===== src/rtl/pixw_pkg.sv =====
package pixw_pkg;
  typedef enum logic [1:0] {
    ST_IDLE = 2'd0,
    ST_REQ  = 2'd1,
    ST_WAIT = 2'd2,
    ST_WR   = 2'd3
  } pixw_state_e;

  localparam int COL_W = 8;
  localparam int DEPTH_CODE_W = 2;
endpackage


===== src/rtl/pixw_field.sv =====
module pixw_field
  import pixw_pkg::*;
#(
  parameter int DATA_W = 16,
  parameter int OFF_W  = $clog2(DATA_W)
) (
  input  logic [DATA_W-1:0]       word_i,
  input  logic [COL_W-1:0]        colour_i,
  input  logic [DEPTH_CODE_W-1:0] depth_i,
  input  logic [OFF_W-1:0]        off_i,
  output logic [DATA_W-1:0]       word_o,
  output logic                    old_nz_o,
  output logic                    col_nz_o
);
  logic [3:0]        width;
  logic [COL_W-1:0]  low_mask;
  logic [OFF_W-1:0]  off_al;
  logic [OFF_W:0]    pos;
  logic [DATA_W-1:0] field_mask;
  logic [COL_W-1:0]  col_bits;
  logic [COL_W-1:0]  old_bits;

  always_comb begin
    width      = 4'd1 << depth_i;
    low_mask   = COL_W'((9'd1 << width) - 9'd1);
    off_al     = off_i & ~(OFF_W'(width - 4'd1));
    pos        = (OFF_W+1)'(DATA_W) - {1'b0, off_al} - (OFF_W+1)'(width);
    field_mask = DATA_W'(low_mask) << pos;
    col_bits   = colour_i & low_mask;
    old_bits   = COL_W'(word_i >> pos) & low_mask;
    word_o     = (word_i & ~field_mask) | (DATA_W'(col_bits) << pos);
    old_nz_o   = |old_bits;
    col_nz_o   = |col_bits;
  end
endmodule


===== src/rtl/pixw_satcnt.sv =====
module pixw_satcnt #(
  parameter int CNT_W = 8
) (
  input  logic             clk,
  input  logic             rst_n,
  input  logic             inc_i,
  input  logic             clr_i,
  output logic [CNT_W-1:0] cnt_o
);
  localparam logic [CNT_W-1:0] CNT_MAX = '1;

  logic [CNT_W-1:0] cnt_q, cnt_d;
  logic             cnt_en;

  always_comb begin
    cnt_en = clr_i || (inc_i && (cnt_q != CNT_MAX));
    if (clr_i) cnt_d = '0;
    else       cnt_d = cnt_q + 1'b1;
  end

  always_ff @(posedge clk or negedge rst_n) begin
    if (!rst_n)      cnt_q <= '0;
    else if (cnt_en) cnt_q <= cnt_d;
  end

  assign cnt_o = cnt_q;

  a_r9_hold_at_max: assert property (@(posedge clk) disable iff (!rst_n)
    (cnt_o == CNT_MAX && !clr_i) |=> cnt_o == CNT_MAX);
  a_r10_clear_wins: assert property (@(posedge clk) disable iff (!rst_n)
    clr_i |=> cnt_o == '0);
  a_r7_single_step: assert property (@(posedge clk) disable iff (!rst_n)
    !clr_i |=> (cnt_o == $past(cnt_o) || cnt_o == $past(cnt_o) + 1'b1));
endmodule


===== src/rtl/pix_rmw_writer.sv =====
module pix_rmw_writer
  import pixw_pkg::*;
#(
  parameter int ADDR_W = 20,
  parameter int DATA_W = 16,
  parameter int CNT_W  = 8
) (
  input  logic                       clk,
  input  logic                       rst_n,
  input  logic                       cmd_valid,
  input  logic [ADDR_W-1:0]          cmd_addr,
  input  logic [$clog2(DATA_W)-1:0]  cmd_off,
  input  logic [7:0]                 cmd_colour,
  input  logic [1:0]                 cmd_depth,
  input  logic                       cmd_port_b,
  output logic                       busy_o,
  output logic                       rd_req_a,
  output logic                       rd_req_b,
  input  logic                       rd_rdy_a,
  input  logic                       rd_rdy_b,
  input  logic [DATA_W-1:0]          rd_data,
  input  logic                       mem_busy,
  output logic                       wr_ena,
  output logic [ADDR_W-1:0]          ram_addr,
  output logic [DATA_W-1:0]          ram_wr_data,
  input  logic                       coll_rd_clr,
  input  logic                       coll_wr_clr,
  output logic [CNT_W-1:0]           coll_rd_cnt,
  output logic [CNT_W-1:0]           coll_wr_cnt
);
  localparam int OFF_W  = $clog2(DATA_W);
  localparam int N_CNT  = 2;
  localparam int IX_RD  = 0;
  localparam int IX_WR  = 1;

  pixw_state_e st_q, st_d;
  logic [ADDR_W-1:0]       addr_q;
  logic [OFF_W-1:0]        off_q;
  logic [COL_W-1:0]        col_q;
  logic [DEPTH_CODE_W-1:0] depth_q;
  logic                    selb_q;
  logic [DATA_W-1:0]       wdata_q;

  logic load_en, cap_en, rdy_sel;
  logic [DATA_W-1:0] merged;
  logic old_nz, col_nz;

  assign rdy_sel = selb_q ? rd_rdy_b : rd_rdy_a;

  always_comb begin
    st_d    = st_q;
    load_en = 1'b0;
    cap_en  = 1'b0;
    unique case (st_q)
      ST_IDLE: if (cmd_valid) begin
        load_en = 1'b1;
        st_d    = ST_REQ;
      end
      ST_REQ:  if (!mem_busy) st_d = ST_WAIT;
      ST_WAIT: if (rdy_sel) begin
        cap_en = 1'b1;
        st_d   = ST_WR;
      end
      ST_WR:   if (!mem_busy) st_d = ST_IDLE;
      default: st_d = ST_IDLE;
    endcase
  end

  always_ff @(posedge clk or negedge rst_n) begin
    if (!rst_n) begin
      st_q    <= ST_IDLE;
      addr_q  <= '0;
      off_q   <= '0;
      col_q   <= '0;
      depth_q <= '0;
      selb_q  <= 1'b0;
      wdata_q <= '0;
    end else begin
      st_q <= st_d;
      if (load_en) begin
        addr_q  <= cmd_addr;
        off_q   <= cmd_off;
        col_q   <= cmd_colour;
        depth_q <= cmd_depth;
        selb_q  <= cmd_port_b;
      end
      if (cap_en) wdata_q <= merged;
    end
  end

  pixw_field #(.DATA_W(DATA_W), .OFF_W(OFF_W)) u_field (
    .word_i   (rd_data),
    .colour_i (col_q),
    .depth_i  (depth_q),
    .off_i    (off_q),
    .word_o   (merged),
    .old_nz_o (old_nz),
    .col_nz_o (col_nz)
  );

  logic [N_CNT-1:0] cnt_inc, cnt_clr;
  logic [CNT_W-1:0] cnt_val [N_CNT];

  assign cnt_inc[IX_RD] = cap_en && old_nz;
  assign cnt_inc[IX_WR] = cap_en && old_nz && col_nz;
  assign cnt_clr[IX_RD] = coll_rd_clr;
  assign cnt_clr[IX_WR] = coll_wr_clr;

  for (genvar g = 0; g < N_CNT; g++) begin : g_cnt
    pixw_satcnt #(.CNT_W(CNT_W)) u_cnt (
      .clk   (clk),
      .rst_n (rst_n),
      .inc_i (cnt_inc[g]),
      .clr_i (cnt_clr[g]),
      .cnt_o (cnt_val[g])
    );
  end

  assign coll_rd_cnt = cnt_val[IX_RD];
  assign coll_wr_cnt = cnt_val[IX_WR];

  assign busy_o      = (st_q != ST_IDLE);
  assign rd_req_a    = (st_q == ST_REQ) && !selb_q;
  assign rd_req_b    = (st_q == ST_REQ) &&  selb_q;
  assign wr_ena      = (st_q == ST_WR);
  assign ram_addr    = addr_q;
  assign ram_wr_data = wdata_q;

  a_r2_idle_quiet: assert property (@(posedge clk) disable iff (!rst_n)
    !busy_o |-> !(rd_req_a || rd_req_b || wr_ena));
  a_r2_take_cmd: assert property (@(posedge clk) disable iff (!rst_n)
    (!busy_o && cmd_valid) |=> (busy_o && (rd_req_a || rd_req_b)));
  a_r3_one_request: assert property (@(posedge clk) disable iff (!rst_n)
    $onehot0({rd_req_a, rd_req_b, wr_ena}));
  a_r3_req_held: assert property (@(posedge clk) disable iff (!rst_n)
    ((rd_req_a || rd_req_b) && mem_busy) |=>
      ($stable({rd_req_a, rd_req_b}) && $stable(ram_addr)));
  a_r5_write_held: assert property (@(posedge clk) disable iff (!rst_n)
    (wr_ena && mem_busy) |=> (wr_ena && $stable(ram_addr) && $stable(ram_wr_data)));
  a_r5_write_drops: assert property (@(posedge clk) disable iff (!rst_n)
    (wr_ena && !mem_busy) |=> !wr_ena);
endmodule


===== config.mk =====
export PLATFORM = sky130hd
export DESIGN_NAME = pix_rmw_writer
export DESIGN_NICKNAME = d
export VERILOG_FILES = /design/src/rtl/pixw_pkg.sv /design/src/rtl/pixw_field.sv /design/src/rtl/pixw_satcnt.sv /design/src/rtl/pix_rmw_writer.sv
export SDC_FILE = /design/constraint.sdc
export NUM_CORES = 1
export LEC_CHECK = 0
export ABC_AREA = 1
export BUFFER_PORTS_ARGS = -buffer_cell sky130_fd_sc_hd__buf_2
export CAP_MARGIN = 20
export CORE_MARGIN = 2
export CORE_UTILIZATION = 45
export CTS_CLUSTER_DIAMETER = 120
export CTS_CLUSTER_SIZE = 40
export DETAILED_ROUTE_END_ITERATION = 16
export PLACE_DENSITY = 0.77
export SLEW_MARGIN = 20
export SYNTH_ARGS = -nofsm -noshare
export SYNTH_HDL_FRONTEND = slang
export SYNTH_HIERARCHICAL = 1
export SYNTH_SLANG_ARGS = --single-unit

===== constraint.sdc =====
create_clock -name clk -period 4.61 [get_ports clk]
set_input_delay 0.6915 -clock clk [delete_from_list [all_inputs] [get_ports clk]]
set_output_delay 0.6915 -clock clk [all_outputs]
set_load 0.03 [all_outputs]

==> impl_metrics.py, run 1 <==
metrics = {
    "worst_setup_path": {
        "path_buf_inv": 5,
        "worstSetupStartpointType": "flip-flop",
        "arrival_ns": 4.19,
        "crit_top_cell": "nor2_1",
        "cp_max_fo": 19,
        "worstSetupPathType": "reg -> reg",
        "crit_path_max_incr_delay_ns": 0.63,
        "endpoint_kind": "flip-flop",
        "path_delay_family": "simple AND/OR/NAND/NOR gates",
        "crit_chain": "nor2_1 -> buf_4 -> inv_1 -> ha_1 -> inv_1 -> fa_1 -> xnor2_2 -> nor2_1 -> nand3_1 -> nand3_1 -> nor2_1 -> nor2_1 -> nand2_1 -> nand2_1 -> nand2_1 -> inv_1 -> nor3b_1 -> buf_4 -> nand2_1 -> nor2_4 -> nand3_2 -> o21ai_1 -> nor2_1",
        "slowest_stage": "dfrtp_1",
        "required_ns": 4.85,
    },
    "layout": {
        "synthToLayoutAreaGrowth_pct": 17.4,
        "fin_nets": 797,
        "num_antenna_cells": 0,
        "drive_gt1_share_pct": 28.5,
    },
    "detailed_routing": {
        "dr.pass1.iters": 5,
        "drtAntennaViolNets": 0,
        "drc_errors": 0,
        "drt-total-wl_mm": 12.0,
        "via_count": 4477,
        "wl_per_cell_um": 13.8,
        "viasPerCell": 5.15,
        "drtIter0Drc": 414,
    },
    "logic_synthesis": {
        "synth_flop_cell": "dfrtp_1",
        "ys_types": 45,
        "synthCells": 620,
        "yosysWarnings": 6,
        "synth_edf_count": 0,
        "ys_seq_area_share_pct": 36.0,
        "syn_nets": 689,
        "ys_ff_latch": 69,
        "synth.cell_area_sq_um": 4800,
        "syn-mean-instance-area_sq_um": 7.74,
        "synthArstFlopShare_pct": 100,
    },
    "clocking": {
        "cts_setup_buffers": 0,
        "insertion_delay_ns": 0.35,
        "cts.clk_slew.worst_paths_ns": 0.08,
        "clk_root_buffer_cell": "clkbuf_8",
        "cts_sinks": 69,
        "cts_resized": 0,
        "cts_tree": "yes",
        "cts_buffers": 9,
        "cts_hold_buf": 0,
        "htree_levels": 3,
        "cts_buffer_depth": 2,
    },
    "die": {
        "fp.dieW_um": 107,
        "pin_count": 115,
        "die_area_sq_um": 11500,
        "rows": 37,
        "initial_core_util_pct": 46.5,
        "core_sq_um": 10300,
        "dieHeight_um": 107,
    },
    "outcome": {
        "status": "finished clean",
    },
    "min_path": {
        "hold_path_class": "in -> async",
    },
    "grt": {
        "grt_pass1_vias": 4158,
        "grt_max_degree": 44,
        "antenna_found_initial": 0,
        "grt_pass1_wl_mm": 19.7,
        "gr-total-overflow": 0,
        "grt_usage_pct": 21.6,
    },
    "sta": {
        "fin_crit_ns": 3.95,
        "rsz0062_at_grt": "no",
        "drv_slew": 0,
        "setup_viol": 0,
        "relSlewSlack_pct": 51.4,
        "max_freq_ghz": 0.253,
        "skew_ns": 0.0124,
        "finalCritPeriodShare_pct": 85.6,
        "tightestPinTransition_ns": 0.729,
        "finalSetupTns_ns": 0,
        "hold_violations": 0,
    },
    "job": {
        "maxCapViolations": 0,
    },
    "placement": {
        "io_buffer_count": 114,
        "gp_congestion": 0.967,
        "dp_hpwl_mm": 9.31,
    },
}
registers in the layout (all words and copies together), names as in the netlist:
| signal | cells |
|---|---|
| ram_addr | 20 |
| col_q | 8 |
| g_cnt.u_cnt/cnt_o | 16 |
| selb_q | 1 |
| off_q | 4 |
| ram_wr_data | 16 |
| depth_q | 2 |
| st_q | 2 |
layout by cell type (no fill, tap or decap), drive strengths merged:
cell type  count
o311ai         2
nor3           2
a32o           1
dfrtp         69
a21oi         14
nor3b          2
o31ai          1
nand2        189
or2            2
o21bai         2
fa             1
nand3         92
o21ai         42
o22ai          1
o2111ai        1
inv           62
xnor2          2
xor2           1
o221ai         1
mux2          34
o211ai         1
buf          121
clkinvlp       2
nor2          51
nand4          7
clkinv         3
and2           4
a311oi         1
clkbuf        11
a22oi          1
bufinv         1
ha             9
area by class of cell:
cell class,instances,area (sq um)
clock buffer,11,141
multi-input combinational,464,2680
fill,977,4690
inverter,63,236
sequential,69,1730
clock inverter,5,58.8
tap,136,170
timing repair buffer,121,623
layer usage:
metal / routed length [um] / up-vias / track usage [%] / part of all wire, %
met5: 0 / - / 0 / 0
met4: 256 / 0 / 6.40 / 2.1
met3: 729 / 19 / 5.35 / 6.1
met2: 5520 / 154 / 34.3 / 46
met1: 5470 / 2053 / 29.1 / 46
li1: - / 2251 / - / -
cells in the mapped netlist, types with 2 or more instances:
cell type	instances	share of area [%]
a21oi_1	14	1.5
inv_1	59	4.6
nand3_2	4	0.83
buf_2	9	0.94
clkinv_1	2	0.16
o21bai_1	2	0.31
nand2_2	9	1.2
nor3_1	2	0.21
nor2_4	4	0.94
mux2_4	28	8.8
nand4_1	7	0.91
nor2_2	4	0.52
o21ai_0	24	2.5
ha_1	9	2.3
mux2_2	6	1.4
nand2_1	174	14
buf_1	2	0.16
nor2_1	43	3.4
and2_1	4	0.52
inv_2	2	0.16
o21ai_2	4	0.73
clkbuf_1	5	0.39
dfrtp_1	69	36
nand3_1	88	9.2
o21ai_1	14	1.5
nand2_4	6	1.4
buf_6	7	1.6
nor3b_1	2	0.31
cell families after synthesis:
logic type / Yosys count / synth area share [%]
AO/OA/AOI/OAI: 68 / 8.43
XOR/XNOR: 3 / 1.10
adder cells (fa/ha/maj): 10 / 2.77
buffers and inverters: 87 / 8.22
flip-flops: 69 / 36.0
multiplexers: 34 / 10.2
AND/OR/NAND/NOR: 349 / 33.3
worst register-to-register path: cells and delay by family (launching register included):
kind,cells,cell delay (ns)
buffers and inverters,5,0.63
flip-flops,1,0.63
XOR/XNOR,1,0.43
AND/OR/NAND/NOR,14,1.44
adder cells (fa/ha/maj),2,0.58
AO/OA/AOI/OAI,1,0.13
final timing paths:
| check | depth (start not counted) | slack (ns) | to | startpoint |
|---|---|---|---|---|
| max | 23 | 0.66 | g_cnt[1].u_cnt/cnt_o[7] | depth_q[1] |
| min reg2reg | 2 | 0.47 | ram_wr_data[3] | ram_wr_data[3] |
| min in group clk | 2 | 0.47 | ram_wr_data[3] | ram_wr_data[3] |
| min | 1 | 0.33 | g_cnt[0].u_cnt/cnt_o[7] | rst_n |
| max in group asynchronous | 2 | 3.34 | depth_q[1] | rst_n |
| max reg2reg | 23 | 0.66 | g_cnt[1].u_cnt/cnt_o[7] | depth_q[1] |
stage by stage:
| step | util (%) | worst slack, ns | cell area (sq um) | std cells | hold slack, ns |
|---|---|---|---|---|---|
| final | 54.6 | 0.662 | 5630 | 869 | 0.330 |
| after global routing | 54.6 | 0.178 | 5630 | 869 | 0.363 |
| after CTS | 54.6 | 0.697 | 5630 | 869 | 0.342 |
| after detailed placement | 52.6 | 0.736 | 5430 | 853 | 0.456 |
| after global placement | 52.6 | 0.834 | 5430 | 853 | 0.450 |
| after floorplan | - | 0.959 | 4800 | 620 | 0.396 |
Power of run 1 is not shown: default switching activity piles up to over one toggle a cycle in this logic, so the estimate is an artifact.
==> run 2, diff against run 1 <==
ABC_AREA = not set   (was 1)
PLACE_DENSITY = 0.78   (was 0.77)
==> run 2 against run 1 <==
  * Maximum frequency decreased by 4.6%
  * Count of clock-buffer cells in the layout decreased by 1
  * Die area decreased by 8.1%
  * Synthesized cell count decreased by 32%
  * Via count decreased by 11%
  * Area after synthesis decreased by 8.5%
  * Global-route usage increased by 2.2 points
  * Routed wire length increased by 0.54%
  * Non-clock buffer count increased by 7
  * Clock skew decreased by 0.00053 ns
  * Setup slack got worse by 0.19 ns
==> impl_metrics.py, run 2 <==
metrics = {
    "outcome": {
        "status": "finished clean",
    },
    "clocking": {
        "clk_root_buffer_cell": "clkbuf_8",
        "cts.clk_slew.worst_paths_ns": 0.08,
        "cts_resized": 0,
        "htree_levels": 3,
        "cts_sinks": 69,
        "cts_buffer_depth": 2,
        "cts_hold_buf": 0,
        "cts_tree": "yes",
        "cts_setup_buffers": 0,
        "insertion_delay_ns": 0.36,
        "cts_buffers": 9,
    },
    "die": {
        "die_area_sq_um": 10600,
        "fp.dieW_um": 103,
        "rows": 36,
        "initial_core_util_pct": 45.5,
        "core_sq_um": 9640,
        "dieHeight_um": 103,
        "pin_count": 115,
    },
    "placement": {
        "io_buffer_count": 114,
        "place_inst": 662,
        "pre_cts_ws_ns": 0.595,
        "gp_congestion": 0.998,
        "dp_hpwl_mm": 8.81,
    },
    "job": {
        "maxCapViolations": 0,
    },
    "detailed_routing": {
        "via_count": 3993,
        "drc_errors": 0,
        "drt-total-wl_mm": 12.0,
        "viasPerCell": 5.89,
        "drtAntennaViolNets": 0,
        "wl_per_cell_um": 17.8,
        "drtIter0Drc": 327,
        "dr.pass1.iters": 7,
    },
    "sta": {
        "fin_crit_ns": 4.14,
        "fin_ws_ns": 0.473,
        "max_freq_ghz": 0.242,
        "finalCritPeriodShare_pct": 89.7,
        "drv_slew": 0,
        "tightestPinTransition_ns": 0.903,
        "finalSetupTns_ns": 0,
        "relSlewSlack_pct": 39.8,
        "hold_violations": 0,
        "rsz0062_at_grt": "no",
        "skew_ns": 0.0119,
        "setup_viol": 0,
    },
    "logic_synthesis": {
        "synth_edf_count": 0,
        "yosys-top-cells-area": "dfrtp_1 39%, mux2_2 13%, o21ai_0 3.8%, mux2_4 3.1%, ha_1 2.6%",
        "ys_types": 68,
        "ys_seq_area_share_pct": 39.3,
        "synth.cell_area_sq_um": 4390,
        "yosys.area.top_type": "dfrtp_1",
        "syn-mean-instance-area_sq_um": 10.4,
        "synth.most_common_cell": "dfrtp_1",
        "synth_top_area_share_pct": 39.3,
        "yosysWarnings": 6,
        "ys_ff_latch": 69,
        "synthArstFlopShare_pct": 100,
        "synthTopCellsByCount": "69 x dfrtp_1, 49 x mux2_2, 33 x o21ai_0",
        "synth_flop_cell": "dfrtp_1",
        "synthCells": 423,
        "syn_nets": 492,
    },
    "layout": {
        "drive_gt1_share_pct": 39.4,
        "synthToLayoutAreaGrowth_pct": 21.7,
        "fin_nets": 609,
        "largest_reg_flops": 20,
        "num_antenna_cells": 0,
        "layout_common_cells": "114 x buf_2, 69 x dfrtp_1, 49 x mux2_2",
        "final_common_cell": "buf_2",
        "instances_no_fill": 678,
    },
    "grt": {
        "grt_max_degree": 41,
        "grt_pass1_vias": 3757,
        "grt_usage_pct": 23.8,
        "gr-total-overflow": 0,
        "grt_pass1_wl_mm": 19.3,
        "antenna_found_initial": 0,
    },
    "worst_setup_path": {
        "required_ns": 4.85,
        "crit_chain": "nand2b_1 -> o21ai_0 -> inv_1 -> fa_1 -> clkinv_1 -> nor2_1 -> a32o_1 -> nor3_1 -> o21ai_1 -> inv_1 -> nor3_1 -> nand4_1 -> o31ai_1 -> a21oi_1",
        "cp_max_fo": 19,
        "arrival_ns": 4.37,
        "endpoint_kind": "flip-flop",
        "slowest_stage": "dfrtp_1",
        "worstSetupStartpointType": "flip-flop",
        "worstSetupPathType": "reg -> reg",
        "crit_path_max_incr_delay_ns": 0.72,
    },
    "min_path": {
        "hold_path_class": "in -> async",
    },
}
-- run 2: critical path: cells and delay by family, from the launching register on --
kind	cells	cell delay [ns]
AO/OA/AOI/OAI	5	1.09
flip-flops	1	0.72
buffers and inverters	3	0.47
AND/OR/NAND/NOR	5	1.15
adder cells (fa/ha/maj)	1	0.58
-- run 2: path summary, 6_finish.rpt --
check | from | depth (start not counted) | slack (ns) | endpoint
worst max-delay path | depth_q[1] | 14 | 0.47 | g_cnt[1].u_cnt/cnt_o[7]
worst min-delay path | rst_n | 1 | 0.45 | g_cnt[1].u_cnt/cnt_o[7]
worst max register to register | depth_q[1] | 14 | 0.47 | g_cnt[1].u_cnt/cnt_o[7]
worst min register to register | ram_wr_data[15] | 1 | 0.51 | ram_wr_data[15]
max in group asynchronous | rst_n | 2 | 3.22 | ram_wr_data[0]
min in group clk | ram_wr_data[15] | 1 | 0.51 | ram_wr_data[15]
-- run 2: stage by stage --
stage	area (sq um)	util, %	hold WS (ns)
after floorplan	4390	-	0.396
after CTS	5350	55.5	0.481
after global placement	5110	53.0	0.484
final	5350	55.5	0.454
after global routing	5350	55.5	0.516
after detailed placement	5110	53.0	0.487
-- run 2: cell families (layout without fill, tap and decap cells) --
kind of cell | after synthesis | in the layout | synth area share [%]
AO/OA/AOI/OAI | 126 | 126 | 19.6
AND/OR/NAND/NOR | 107 | 107 | 13.5
flip-flops | 69 | 69 | 39.3
multiplexers | 68 | 68 | 19.0
buffers and inverters | 36 | 158 | 4.08
adder cells (fa/ha/maj) | 11 | 11 | 3.25
XOR/XNOR | 6 | 6 | 1.20
-- run 2: area by class of cell --
type / instances / area [sq um]
clock buffers: 10 / 128
clock inverters: 6 / 111
fillers: 886 / 4290
inverters: 14 / 52.6
multi-input cells: 318 / 2480
flip-flops and latches: 69 / 1730
well taps: 133 / 166
repair buffers: 128 / 676
-- run 2: routing by layer --
metal  vias up  global-route usage [%]  wire length, um
met1      1909                    31.9             5150
met2       213                    37.6             5590
li1       1847                       -                -
met5         -                       0                0
met3        24                    6.78             1070
met4         0                    7.59              240
Power of run 2 is left out for the same reason.
==> run 3, diff against run 2 <==
--- a/config.mk
+++ b/config.mk
@@ -8,4 +8,5 @@
 export BUFFER_PORTS_ARGS = -buffer_cell sky130_fd_sc_hd__buf_2
 export CAP_MARGIN = 20
+export CORE_ASPECT_RATIO = 2
 export CORE_MARGIN = 2
 export CORE_UTILIZATION = 45
==> constraint.sdc (replaced) <==
create_clock -name clk -period 4.61 [get_ports clk]
set_input_delay 0.6915 -clock clk [delete_from_list [all_inputs] [get_ports clk]]
set_output_delay 0.6915 -clock clk [all_outputs]
set_load 0.05 [all_outputs]
==> run 3 against run 2 <==
  * Final cell count up 0.74%
  * Via count increased by 0.80%
  * Flip-flop and latch count stayed put
  * Clock skew fell by 0.00078 ns
  * Largest cell class unchanged
  * Setup slack improved by 0.077 ns
  * Count of clock-buffer cells in the layout rose by 1
  * Critical path depth unchanged
  * Design area rose by 1.8%
  * Sequential share of layout area is 0.57 points lower
  * Non-clock buffer count increased by 4
  * Maximum frequency up 1.9%
==> impl_metrics.py, run 3 (synthesis gave the netlist of run 2 again) <==
metrics = {
    "outcome": {
        "status": "finished clean",
    },
    "worst_setup_path": {
        "arrival_ns": 4.30,
        "r2r_start": "depth_q[0]",
        "rr_worst_depth": 14,
        "rrSetupSlack_ns": 0.55,
        "crit_path_max_incr_delay_ns": 0.78,
        "r2r_end": "g_cnt[0].u_cnt/cnt_o[7]",
        "required_ns": 4.85,
        "crit_chain": "nand2b_1 -> o21ai_0 -> inv_1 -> fa_1 -> clkinv_1 -> nor2_1 -> a32o_1 -> nor3_1 -> o21ai_1 -> inv_1 -> nor2_1 -> nand4_1 -> or4_1 -> a21oi_1",
        "cp-startpoint": "depth_q[0]",
        "cp_max_fo": 16,
        "worstSetupStartpointType": "flip-flop",
        "slowest_stage": "fa_1",
        "endpoint_kind": "flip-flop",
        "endpoint": "g_cnt[0].u_cnt/cnt_o[7]",
        "worstSetupPathType": "reg -> reg",
    },
    "grt": {
        "gr-total-overflow": 0,
        "antenna_found_initial": 2,
        "grt_pass1_wl_mm": 21.1,
        "grt_pass1_vias": 4172,
        "grt_usage_pct": 26.2,
        "grt_max_degree": 38,
    },
    "detailed_routing": {
        "wl_per_cell_um": 19.6,
        "drtIter0Drc": 191,
        "via_count": 4025,
        "dr.pass1.iters": 5,
        "drtAntennaViolNets": 0,
        "drc_errors": 0,
        "viasPerCell": 5.89,
        "drt-total-wl_mm": 13.4,
    },
    "die": {
        "rows": 51,
        "core_sq_um": 9640,
        "pin_count": 115,
        "fp.dieW_um": 73.8,
        "dieHeight_um": 144,
        "initial_core_util_pct": 45.6,
        "die_area_sq_um": 10600,
    },
    "sta": {
        "tightestPinTransition_ns": 0.713,
        "setup_viol": 0,
        "fin_crit_ns": 4.06,
        "finalSetupTns_ns": 0,
        "max_freq_ghz": 0.246,
        "finalCritPeriodShare_pct": 88.1,
        "relSlewSlack_pct": 52.5,
        "skew_ns": 0.0111,
        "hold_violations": 0,
        "drv_slew": 0,
        "rsz0062_at_grt": "no",
    },
    "placement": {
        "io_buffer_count": 114,
        "dp_hpwl_mm": 10.3,
        "gp_congestion": 1.01,
        "postPlaceCellArea_sq_um": 5130,
    },
    "layout": {
        "n_fill_cell": 835,
        "drive_gt1_share_pct": 39.9,
        "largest_reg_flops": 20,
        "final_common_cell": "buf_2",
        "layout_common_cells": "114 x buf_2, 69 x dfrtp_1, 49 x mux2_2",
        "fin_nets": 613,
        "multi_input_area_sq_um": 2480,
        "final-seq-area_sq_um": 1730,
        "final_area_sq_um": 5440,
        "synthToLayoutAreaGrowth_pct": 23.9,
    },
    "clocking": {
        "cts_setup_buffers": 0,
        "htree_levels": 3,
        "cts_buffer_depth": 2,
        "insertion_delay_ns": 0.33,
        "cts_sinks": 69,
        "clk_root_buffer_cell": "clkbuf_16",
        "cts_tree": "yes",
        "cts_hold_buf": 0,
        "cts_resized": 0,
        "cts_buffers": 9,
        "cts.clk_slew.worst_paths_ns": 0.06,
    },
    "min_path": {
        "hold_path_class": "in -> async",
    },
    "job": {
        "maxCapViolations": 0,
    },
}
[run 3: layout make-up]
cell class / count / area share [%]
Inverter: 14 / 0.966
Timing Repair Buffer: 132 / 13.0
Multi-Input combinational cell: 318 / 45.7
Tap cell: 132 / 3.04
Antenna cell: 2 / 0.0920
Clock buffer: 11 / 4.46
Clock inverter: 5 / 1.08
Sequential cell: 69 / 31.7
[run 3: through the flow]
step	instances	utilization, %	setup WS [ns]	hold WS [ns]
after floorplan	423	-	0.567	0.396
after global placement	665	53.3	0.790	0.483
after detailed placement	665	53.3	0.639	0.487
after CTS	681	56.4	0.591	0.427
after global routing	683	56.5	0.209	0.470
final	683	56.5	0.551	0.414
[run 3: layer usage]
layer | vias to the layer above | part of all wire, % | GRT usage (%)
met2 | 161 | 56 | 48.4
li1 | 1848 | - | -
met4 | 0 | 5.5 | 15.8
met3 | 38 | 4.1 | 4.28
met5 | - | 0 | 0
met1 | 1978 | 35 | 26.2
[run 3: worst max-delay path: cells and delay by family (launching register included)]
kind            cells  cell delay, ns
simple gates        6            1.51
compound gates      4            0.72
buf+inv             3            0.44
fa+ha+maj           1            0.78
flops               1            0.54
[run 3: worst min-delay path by stage]
stage	start	endpoint	slack, ns	depth (start not counted)
floorplan	rst_n	col_q[0]	0.40	0
global placement	ram_addr[0]	ram_addr[0]	0.48	1
detailed placement	ram_addr[10]	ram_addr[10]	0.49	1
CTS	rst_n	off_q[0]	0.43	1
global route	rst_n	ram_addr[0]	0.47	1
finish	rst_n	col_q[2]	0.41	1
Power of run 3 is left out for the same reason.
